File: config.mk
export PLATFORM = sky130hd
export DESIGN_NAME = usb_cmd_regfile
export DESIGN_NICKNAME = d
export VERILOG_FILES = /design/src/rtl/usb_regfile_pkg.sv /design/src/rtl/usb_cmd_decoder.sv /design/src/rtl/usb_ep_cfg_bank.sv /design/src/rtl/usb_addr_ctrl.sv /design/src/rtl/usb_cmd_regfile.sv
export SDC_FILE = /design/constraint.sdc
export NUM_CORES = 1
export LEC_CHECK = 0
export BUFFER_PORTS_ARGS = -buffer_cell sky130_fd_sc_hd__buf_2
export CORE_ASPECT_RATIO = 0.8
export CORE_MARGIN = 4
export CORE_UTILIZATION = 50
export CTS_CLUSTER_SIZE = 8
export DETAILED_ROUTE_END_ITERATION = 8
export GPL_TIMING_DRIVEN = 0
export PLACE_DENSITY = 0.74
export SLEW_MARGIN = 40
export SYNTH_ARGS = -nofsm -noshare
export SYNTH_HDL_FRONTEND = slang
export SYNTH_SLANG_ARGS = --single-unit
File: constraint.sdc
create_clock -name clk -period 3.4 [get_ports clk]
set_input_delay 0 -clock clk [delete_from_list [all_inputs] [get_ports clk]]
set_output_delay 0 -clock clk [all_outputs]
set_load 0.01 [all_outputs]
File: src/rtl/usb_regfile_pkg.sv
package usb_regfile_pkg;
  localparam int CODE_W   = 8;
  localparam int IDX_W    = 4;
  localparam int NUM_EP   = 1 << IDX_W;
  localparam logic [3:0] EP_WR_GRP = 4'h2;
  localparam logic [3:0] EP_RD_GRP = 4'h3;
  localparam logic [7:0] ADDR_WR_CODE = 8'hB6;
  localparam logic [7:0] ADDR_RD_CODE = 8'hB7;

  typedef enum logic [2:0] {
    OP_NONE, OP_EP_WR, OP_EP_RD, OP_ADDR_WR, OP_ADDR_RD
  } op_e;

  function automatic op_e decode_op(input logic [7:0] code);
    if (code[7:4] == EP_WR_GRP)   return OP_EP_WR;
    if (code[7:4] == EP_RD_GRP)   return OP_EP_RD;
    if (code == ADDR_WR_CODE)     return OP_ADDR_WR;
    if (code == ADDR_RD_CODE)     return OP_ADDR_RD;
    return OP_NONE;
  endfunction

  // bit 7 enable and bits 3:0 size decide the buffer allocation
  function automatic logic alloc_changed(input logic [7:0] old_v, input logic [7:0] new_v);
    return (old_v[7] != new_v[7]) || (old_v[3:0] != new_v[3:0]);
  endfunction
endpackage

File: src/rtl/usb_cmd_decoder.sv
module usb_cmd_decoder
  import usb_regfile_pkg::*;
(
  input  logic              clk,
  input  logic              rst_n,
  input  logic              cmd_valid,
  input  logic [CODE_W-1:0] cmd_code,
  input  logic              wr_valid,
  output op_e               held_op,
  output logic [IDX_W-1:0]  held_idx,
  output logic              ep_wr_stb,
  output logic              addr_wr_stb
);
  op_e              op_q;
  logic [IDX_W-1:0] idx_q;

  always_ff @(posedge clk) begin
    if (!rst_n) begin
      op_q  <= OP_NONE;
      idx_q <= '0;
    end else if (cmd_valid) begin
      op_q  <= decode_op(cmd_code);
      idx_q <= cmd_code[IDX_W-1:0];
    end else if (wr_valid && (op_q == OP_EP_WR || op_q == OP_ADDR_WR)) begin
      op_q  <= OP_NONE;
    end
  end

  assign held_op     = op_q;
  assign held_idx    = idx_q;
  assign ep_wr_stb   = wr_valid && !cmd_valid && (op_q == OP_EP_WR);
  assign addr_wr_stb = wr_valid && !cmd_valid && (op_q == OP_ADDR_WR);

  assert_write_consumed_R10: assert property (@(posedge clk) disable iff (!rst_n)
    (ep_wr_stb || addr_wr_stb) |=> !(ep_wr_stb || addr_wr_stb) || $past(cmd_valid) || $rose(cmd_valid));
  assert_one_strobe_R9: assert property (@(posedge clk) disable iff (!rst_n)
    !(ep_wr_stb && addr_wr_stb));
endmodule

File: src/rtl/usb_ep_cfg_bank.sv
module usb_ep_cfg_bank
  import usb_regfile_pkg::*;
(
  input  logic                    clk,
  input  logic                    rst_n,
  input  logic                    wr_stb,
  input  logic [IDX_W-1:0]        wr_idx,
  input  logic [7:0]              wr_data,
  input  logic [IDX_W-1:0]        rd_idx,
  output logic [7:0]              rd_val,
  output logic [NUM_EP*8-1:0]     cfg_flat,
  output logic                    invalidate
);
  logic [7:0] cfg_q [NUM_EP];
  logic       alloc_hit;

  for (genvar i = 0; i < NUM_EP; i++) begin : g_ep
    always_ff @(posedge clk) begin
      if (!rst_n)                                       cfg_q[i] <= 8'h00;
      else if (wr_stb && wr_idx == IDX_W'(i))           cfg_q[i] <= wr_data;
    end
    assign cfg_flat[8*i +: 8] = cfg_q[i];
  end

  assign alloc_hit = wr_stb && alloc_changed(cfg_q[wr_idx], wr_data);
  assign rd_val    = cfg_q[rd_idx];

  always_ff @(posedge clk) begin
    if (!rst_n) invalidate <= 1'b0;
    else        invalidate <= alloc_hit;
  end

  assert_inval_has_cause_R3: assert property (@(posedge clk) disable iff (!rst_n)
    invalidate |-> $past(wr_stb));
  assert_inval_follows_change_R3: assert property (@(posedge clk) disable iff (!rst_n)
    alloc_hit |=> invalidate);
  assert_no_inval_other_bits_R4: assert property (@(posedge clk) disable iff (!rst_n)
    (wr_stb && !alloc_hit) |=> !invalidate);
  assert_inval_single_R3: assert property (@(posedge clk) disable iff (!rst_n)
    (invalidate && !$past(wr_stb, 1) ) |-> 1'b0);
endmodule

File: src/rtl/usb_addr_ctrl.sv
module usb_addr_ctrl (
  input  logic       clk,
  input  logic       rst_n,
  input  logic       wr_stb,
  input  logic [7:0] wr_data,
  input  logic       bus_reset,
  input  logic       status_ack,
  output logic [7:0] addr_reg,
  output logic [6:0] act_addr,
  output logic       act_en
);
  logic [7:0] pend_val;
  logic       pend_q;
  logic       commit;

  assign commit = status_ack && pend_q && !bus_reset;

  always_ff @(posedge clk) begin
    if (!rst_n) addr_reg <= 8'h00;
    else if (wr_stb) addr_reg <= wr_data;
  end

  always_ff @(posedge clk) begin
    if (!rst_n) begin
      pend_q   <= 1'b0;
      pend_val <= 8'h00;
    end else if (bus_reset) begin
      pend_q   <= 1'b0;
    end else if (wr_stb) begin
      pend_q   <= 1'b1;
      pend_val <= wr_data;
    end else if (commit) begin
      pend_q   <= 1'b0;
    end
  end

  always_ff @(posedge clk) begin
    if (!rst_n) begin
      act_addr <= 7'h00;
      act_en   <= 1'b0;
    end else if (bus_reset) begin
      act_addr <= 7'h00;
      act_en   <= 1'b1;
    end else if (commit) begin
      act_addr <= pend_val[6:0];
      act_en   <= pend_val[7];
    end
  end

  assert_active_holds_R6: assert property (@(posedge clk) disable iff (!rst_n)
    (!status_ack && !bus_reset) |=> $stable(act_addr) && $stable(act_en));
  assert_bus_reset_active_R8: assert property (@(posedge clk) disable iff (!rst_n)
    bus_reset |=> (act_addr == 7'h00) && act_en);
  assert_bus_reset_keeps_reg_R8: assert property (@(posedge clk) disable iff (!rst_n)
    (bus_reset && !wr_stb) |=> $stable(addr_reg));
  assert_commit_takes_pending_R6: assert property (@(posedge clk) disable iff (!rst_n)
    commit |=> !pend_q || $past(wr_stb));
endmodule

File: src/rtl/usb_cmd_regfile.sv
module usb_cmd_regfile
  import usb_regfile_pkg::*;
(
  input  logic                 clk,
  input  logic                 rst_n,
  input  logic                 cmd_valid,
  input  logic [7:0]           cmd_code,
  input  logic                 wr_valid,
  input  logic [7:0]           wr_data,
  output logic [7:0]           rd_data,
  input  logic                 bus_reset,
  input  logic                 status_ack,
  output logic [16*8-1:0]      ep_cfg_flat,
  output logic [6:0]           act_addr,
  output logic                 act_en,
  output logic                 fifo_invalidate
);
  op_e              held_op;
  logic [IDX_W-1:0] held_idx;
  logic             ep_wr_stb, addr_wr_stb;
  logic [7:0]       ep_rd_val, addr_reg;

  usb_cmd_decoder u_dec (
    .clk, .rst_n, .cmd_valid, .cmd_code, .wr_valid,
    .held_op, .held_idx, .ep_wr_stb, .addr_wr_stb
  );

  usb_ep_cfg_bank u_bank (
    .clk, .rst_n, .wr_stb(ep_wr_stb), .wr_idx(held_idx), .wr_data,
    .rd_idx(held_idx), .rd_val(ep_rd_val), .cfg_flat(ep_cfg_flat),
    .invalidate(fifo_invalidate)
  );

  usb_addr_ctrl u_addr (
    .clk, .rst_n, .wr_stb(addr_wr_stb), .wr_data, .bus_reset, .status_ack,
    .addr_reg, .act_addr, .act_en
  );

  always_comb begin
    case (held_op)
      OP_EP_RD:   rd_data = ep_rd_val;
      OP_ADDR_RD: rd_data = addr_reg;
      default:    rd_data = 8'h00;
    endcase
  end

  assert_unsupported_reads_zero_R9: assert property (@(posedge clk) disable iff (!rst_n)
    (held_op == OP_NONE) |-> rd_data == 8'h00);
endmodule

### Word level (Yosys, flattened, before mapping)

Memories as Yosys holds them, arrays and structs flattened. A register that Yosys moved wholly into a read port is not among the register bits.
Index checks and enable logic that the tools add are counted.

* add/subtract/negate cells: 0
* $mul: 0
* div/mod/pow operators: 0
* order comparisons: 0
* equal/unequal tests: 25
* shifts and indexed selects: 0
* muxes and demuxes: 100
* bitwise operators: 18
* reduce and logical (&&, ||, !) cells: 33

Operators by type and width (count)
* $mux W8: 16
* $mux W1: 71
* $eq A4 B4 Y1 const B: 8
* $mux W3: 10
* $logic_and A1 B1 Y1: 23
* $eq A4 B2 Y1 const B: 4
* $eq A4 B3 Y1 const B: 4
* $eq A8 B8 Y1 const B: 2
* $or A1 B1 Y1: 16
* $pmux W8 S2: 1
* $mux W4: 2
* $eq A3 B2 Y1 const B: 2
* $reduce_bool A2 Y1: 3
* $eq A4 B1 Y1 const B: 1
* $logic_not A4 Y1: 1
* $ne A4 B4 Y1: 1
* $eq A3 B1 Y1 const B: 1
* $eq A3 B3 Y1 const B: 1
* $logic_not A1 Y1: 2
* $logic_or A1 B1 Y1: 2
* $not A1 Y1: 2
* $reduce_and A2 Y1: 1
* $reduce_or A2 Y1: 1
* $ne A1 B1 Y1: 1

* bits in registers: 33
* latch bits: 0
* RAM bits: 128
* bits in read-only memories: 0
* input port bits: 22
* word-level logic and storage cells: 185
* memories kept: 1

Memories
* u_bank.cfg_q: depth 16, bits a word 8, rd ports 17, clocked after memory_dff 1, write ports 16, line usb_ep_cfg_bank.sv:14 `logic [7:0] cfg_q [NUM_EP];`

### Logic depth before layout (Yosys ltp)

* depth after elaboration: 21
* gate-level depth with buffers: 7
* gate-level depth less buffers: 5

### Hierarchy

From an unflattened synthesis, not the netlist that was laid out.

* cell total of the unflattened synthesis: 586
* area, all modules: 8171.6 sq um

By module, submodules not included
* usb_ep_cfg_bank: times used 1, cells each 420, area each 6650.1 sq um, seq. area each 3863.7 sq um
* usb_addr_ctrl: times used 1, cells each 102, area each 935.9 sq um, seq. area each 500.5 sq um
* usb_cmd_decoder: times used 1, cells each 34, area each 347.8 sq um, seq. area each 140.1 sq um
* usb_cmd_regfile: times used 1, cells each 30, area each 237.7 sq um, seq. area each 0.0 sq um

### Worst setup path after synthesis

No wires, ideal clock.

* kind: reg-to-reg
* start point: reg u_dec.op_q[0], in the netlist u_dec.held_op[0]
* end point: mem u_bank.cfg_q[12][0], enable pin
* setup time: 384 ps
* data arrival time: 1969 ps
* slack: 1047 ps
* cell stages (with the launch flop): 7
* buffers on the path: 2
* clock period less this slack: 2353 ps
* cells stage by stage: dfxtp_1 buf_4 nand3b_1 nor3_2 or3b_1 clkbuf_1 o21ai_0

RTL lines
* start, declared: line usb_cmd_decoder.sv:14 `op_e op_q;`
* start signal, assigned: line usb_cmd_decoder.sv:22 `op_q <= decode_op(cmd_code);`
* end, declared: line usb_ep_cfg_bank.sv:14

==> impl_metrics.py <==
metrics = {
    "layout": {
        "area_growth_pct": 24.4,
        "antenna_cells": 0,
        "multi_input_area_um2": 2880,
        "fin_cells": 969,
        "nets": 789,
        "fill_cells": 1123,
        "ff_latch_area_um2": 4580,
        "drive_gt1_share_pct": 30.3,
        "final_area_um2": 9470,
        "largest_register_ffs": 128,
    },
    "clocking": {
        "clk_pin_slew_ns": 0.06,
        "cts.path.max_buffers": 2,
        "hold_buffers": 15,
        "cts_tree": "done",
        "clockRootBuffer": "clkbuf_16",
        "postCtsSetupBuffers": 0,
        "cts_max_level": 4,
        "cts_resized": 0,
        "numClockSinks": 165,
        "cts_buffers": 17,
        "clk_latency_ns": 0.43,
    },
    "synthesis": {
        "synth_area_um2": 7610,
        "synth_common_cells": "130 x and2_1, 128 x edfxtp_1, 37 x dfxtp_1, 34 x nand2_1",
        "ys.flop_type": "edfxtp_1",
        "synth_seq_cells": 165,
        "synth-edff-count": 128,
        "yosysMostFrequentCell": "and2_1",
        "ys_warn_count": 0,
        "synthAdderAreaFrac_pct": 0,
        "synth_nets": 592,
        "synth_compound_area_share_pct": 5.01,
        "yosys.area_share.simple_pct": 19.0,
        "syn_avg_cell_area_um2": 13.4,
        "synth-xor-area-share_pct": 0.115,
        "async_reset_ff_share_pct": 0,
        "synth_top_family_by_area": "simple AND/OR/NAND/NOR gates",
        "syn_inst": 570,
        "yosysUniqueCellTypes": 41,
        "synth_area_leaders": "edfxtp_1 51%, and2_1 11%, dfxtp_1 9.7%",
        "yosysSeqAreaShare_pct": 60.2,
        "yosysTopAreaCell": "edfxtp_1",
        "netlist.area_leader.share_pct": 50.5,
        "synthMuxAreaShare_pct": 13.1,
    },
    "grt": {
        "grt_max_degree": 17,
        "grt_pass1_vias": 5669,
        "grt-ovfl-total": 0,
        "antenna_found_initial": 0,
        "grtUsageTotal_pct": 26.7,
        "grt_pass1_wl_mm": 34.0,
    },
    "detailed_routing": {
        "firstDrtPassIters": 5,
        "post_drt_wl_per_cell_um": 23.9,
        "drt-initial-drc-count": 536,
        "drc": 0,
        "antenna_left": 0,
        "vias_per_cell": 5.87,
        "num_vias": 5689,
        "wl_mm": 23.2,
    },
    "worst_hold_path": {
        "min_from": "wr_valid",
        "hold_depth": 4,
        "hp-class": "in2reg",
        "whs_endpoint": "u_dec.held_op[1]",
    },
    "outcome": {
        "status": "complete, no violations",
    },
    "critical_path": {
        "worstRegToRegCells": 6,
        "required_ns": 3.40,
        "ff2ff_setup_slack_ns": 0.64,
        "r2r_start": "u_dec.held_op[0]",
        "path_class": "reg2out",
        "cp_max_fo": 10,
        "worstReg2RegEnd": "u_bank.cfg_q[0][6]",
        "cp-start-kind": "flip-flop",
        "endpoint_kind": "output port",
        "arrival_ns": 3.09,
    },
    "pwr": {
        "internal-power_uw": 3610,
        "switching_share_pct": 23.1,
        "p_switching_uw": 1090,
        "p_clk_share_pct": 42.8,
        "ir_drop_uv": 367,
        "power.density_nw_per_um2": 496,
        "share_seq_of_total_power_pct": 48.4,
        "leakage_uw": 0.00387,
        "combPwrFrac_pct": 8.8,
    },
    "flow_run": {
        "maxCapViolations": 0,
    },
    "timing": {
        "slew_headroom_pct": 43.3,
        "finalCritPeriodShare_pct": 90.9,
        "clock.fmax_ghz": 0.324,
        "rsz0062_at_grt": "false",
        "hold_viol_final": 0,
        "clock-skew-final_ns": 0.00904,
        "fin_crit_ns": 3.09,
        "setup_viol": 0,
        "setup-tns-final_ns": 0,
        "finalMaxSlewViolations": 0,
        "worst_pin_slew_ns": 0.845,
        "fin_ws_ns": 0.311,
    },
    "placed_design": {
        "gp_congestion": 0.894,
        "pre_cts_ws_ns": 0.652,
        "hpwl_mm": 16.7,
        "portBuffers": 163,
        "place_area_um2": 8670,
        "place_inst": 922,
    },
    "die": {
        "fp.dieH_um": 118,
        "die_w_um": 146,
        "ioPinCount": 167,
        "start_util_pct": 50.9,
        "core_um2": 15000,
        "rows": 40,
        "die-area_um2": 17300,
    },
}
-- worst max path at each step --
stage / from / end / slack (ns)
after floorplan: u_dec.held_op[0] / u_bank.cfg_q[12][0] / 1.05
after global placement: u_dec.held_op[0] / u_bank.cfg_q[12][5] / 0.40
after detailed placement: u_dec.held_op[0] / u_bank.cfg_q[4][5] / 0.65
after CTS: flip-flop / rd_data[4] / 0.34
after global routing: flip-flop / rd_data[4] / 0.27
final: flip-flop / rd_data[4] / 0.31
-- metal layers --
| metal | vias to the layer above | part of all wire, % | global-route usage (%) |
|---|---|---|---|
| met5 | - | 0 | 0 |
| met4 | 0 | 1.9 | 8.13 |
| met3 | 38 | 12 | 8.70 |
| met2 | 356 | 47 | 42.1 |
| met1 | 2817 | 39 | 35.5 |
| li1 | 2478 | - | - |
-- critical path, stage by stage, from the launching register on --
cell	delay, ns
dfxtp_1	0.30
buf_2	0.30
clkbuf_1	0.65
mux4_1	0.51
mux4_2	0.54
a22oi_1	0.17
nor2_1	0.05
buf_2	0.14
-- area by class of cell --
| class | instances | share of cell area (%) |
|---|---|---|
| Sequential cell | 165 | 48.4 |
| Clock buffer | 18 | 4.53 |
| Tap cell | 189 | 2.50 |
| Clock inverter | 14 | 1.94 |
| Inverter | 2 | 0.0793 |
| Buffer | 39 | 1.94 |
| Timing Repair Buffer | 178 | 10.2 |
| Multi-Input combinational cell | 364 | 30.4 |
-- power by group through the flow --
stage / sequential, uW / combinational (uW) / clock (uW)
finish: 2270 / 415 / 2010
global route: 2280 / 438 / 2120
CTS: 2270 / 406 / 2020
detailed placement: 2310 / 391 / 0
global placement: 2310 / 384 / 0
floorplan: 2330 / 190 / 0
-- kinds of logic after synthesis --
kind of cell	count (synthesis)
DFF	165
muxes	48
AOI/OAI and AO/OA	62
and+or+nand+nor	253
buffers and inverters	41
xor gates and xnor gates	1
-- stage by stage --
stage	utilization [%]	hold WS [ns]	total power (uW)
after CTS	63.0	0.00858	4700
after global routing	63.3	0.0227	4830
after global placement	57.9	0.264	2700
after detailed placement	57.9	0.262	2710
final	63.3	0.0237	4700
after floorplan	-	0.124	2520
-- placed cells by master (no fill, tap or decap), types with 10 or more instances in the layout --
cell	instances
buf_2	169
and2_1	130
edfxtp_1	128
dfxtp_1	37
nand2_1	34
clkbuf_1	28
nor2_1	27
mux4_1	21
clkbuf_16	17
nor2b_1	16
dlygate4sd3_1	15
mux4_2	14
a22oi_1	13
a21oi_1	13
o21ai_2	12
mux2i_1	12
nand3_1	10
Note: power is estimated with default switching activity, not from simulation.
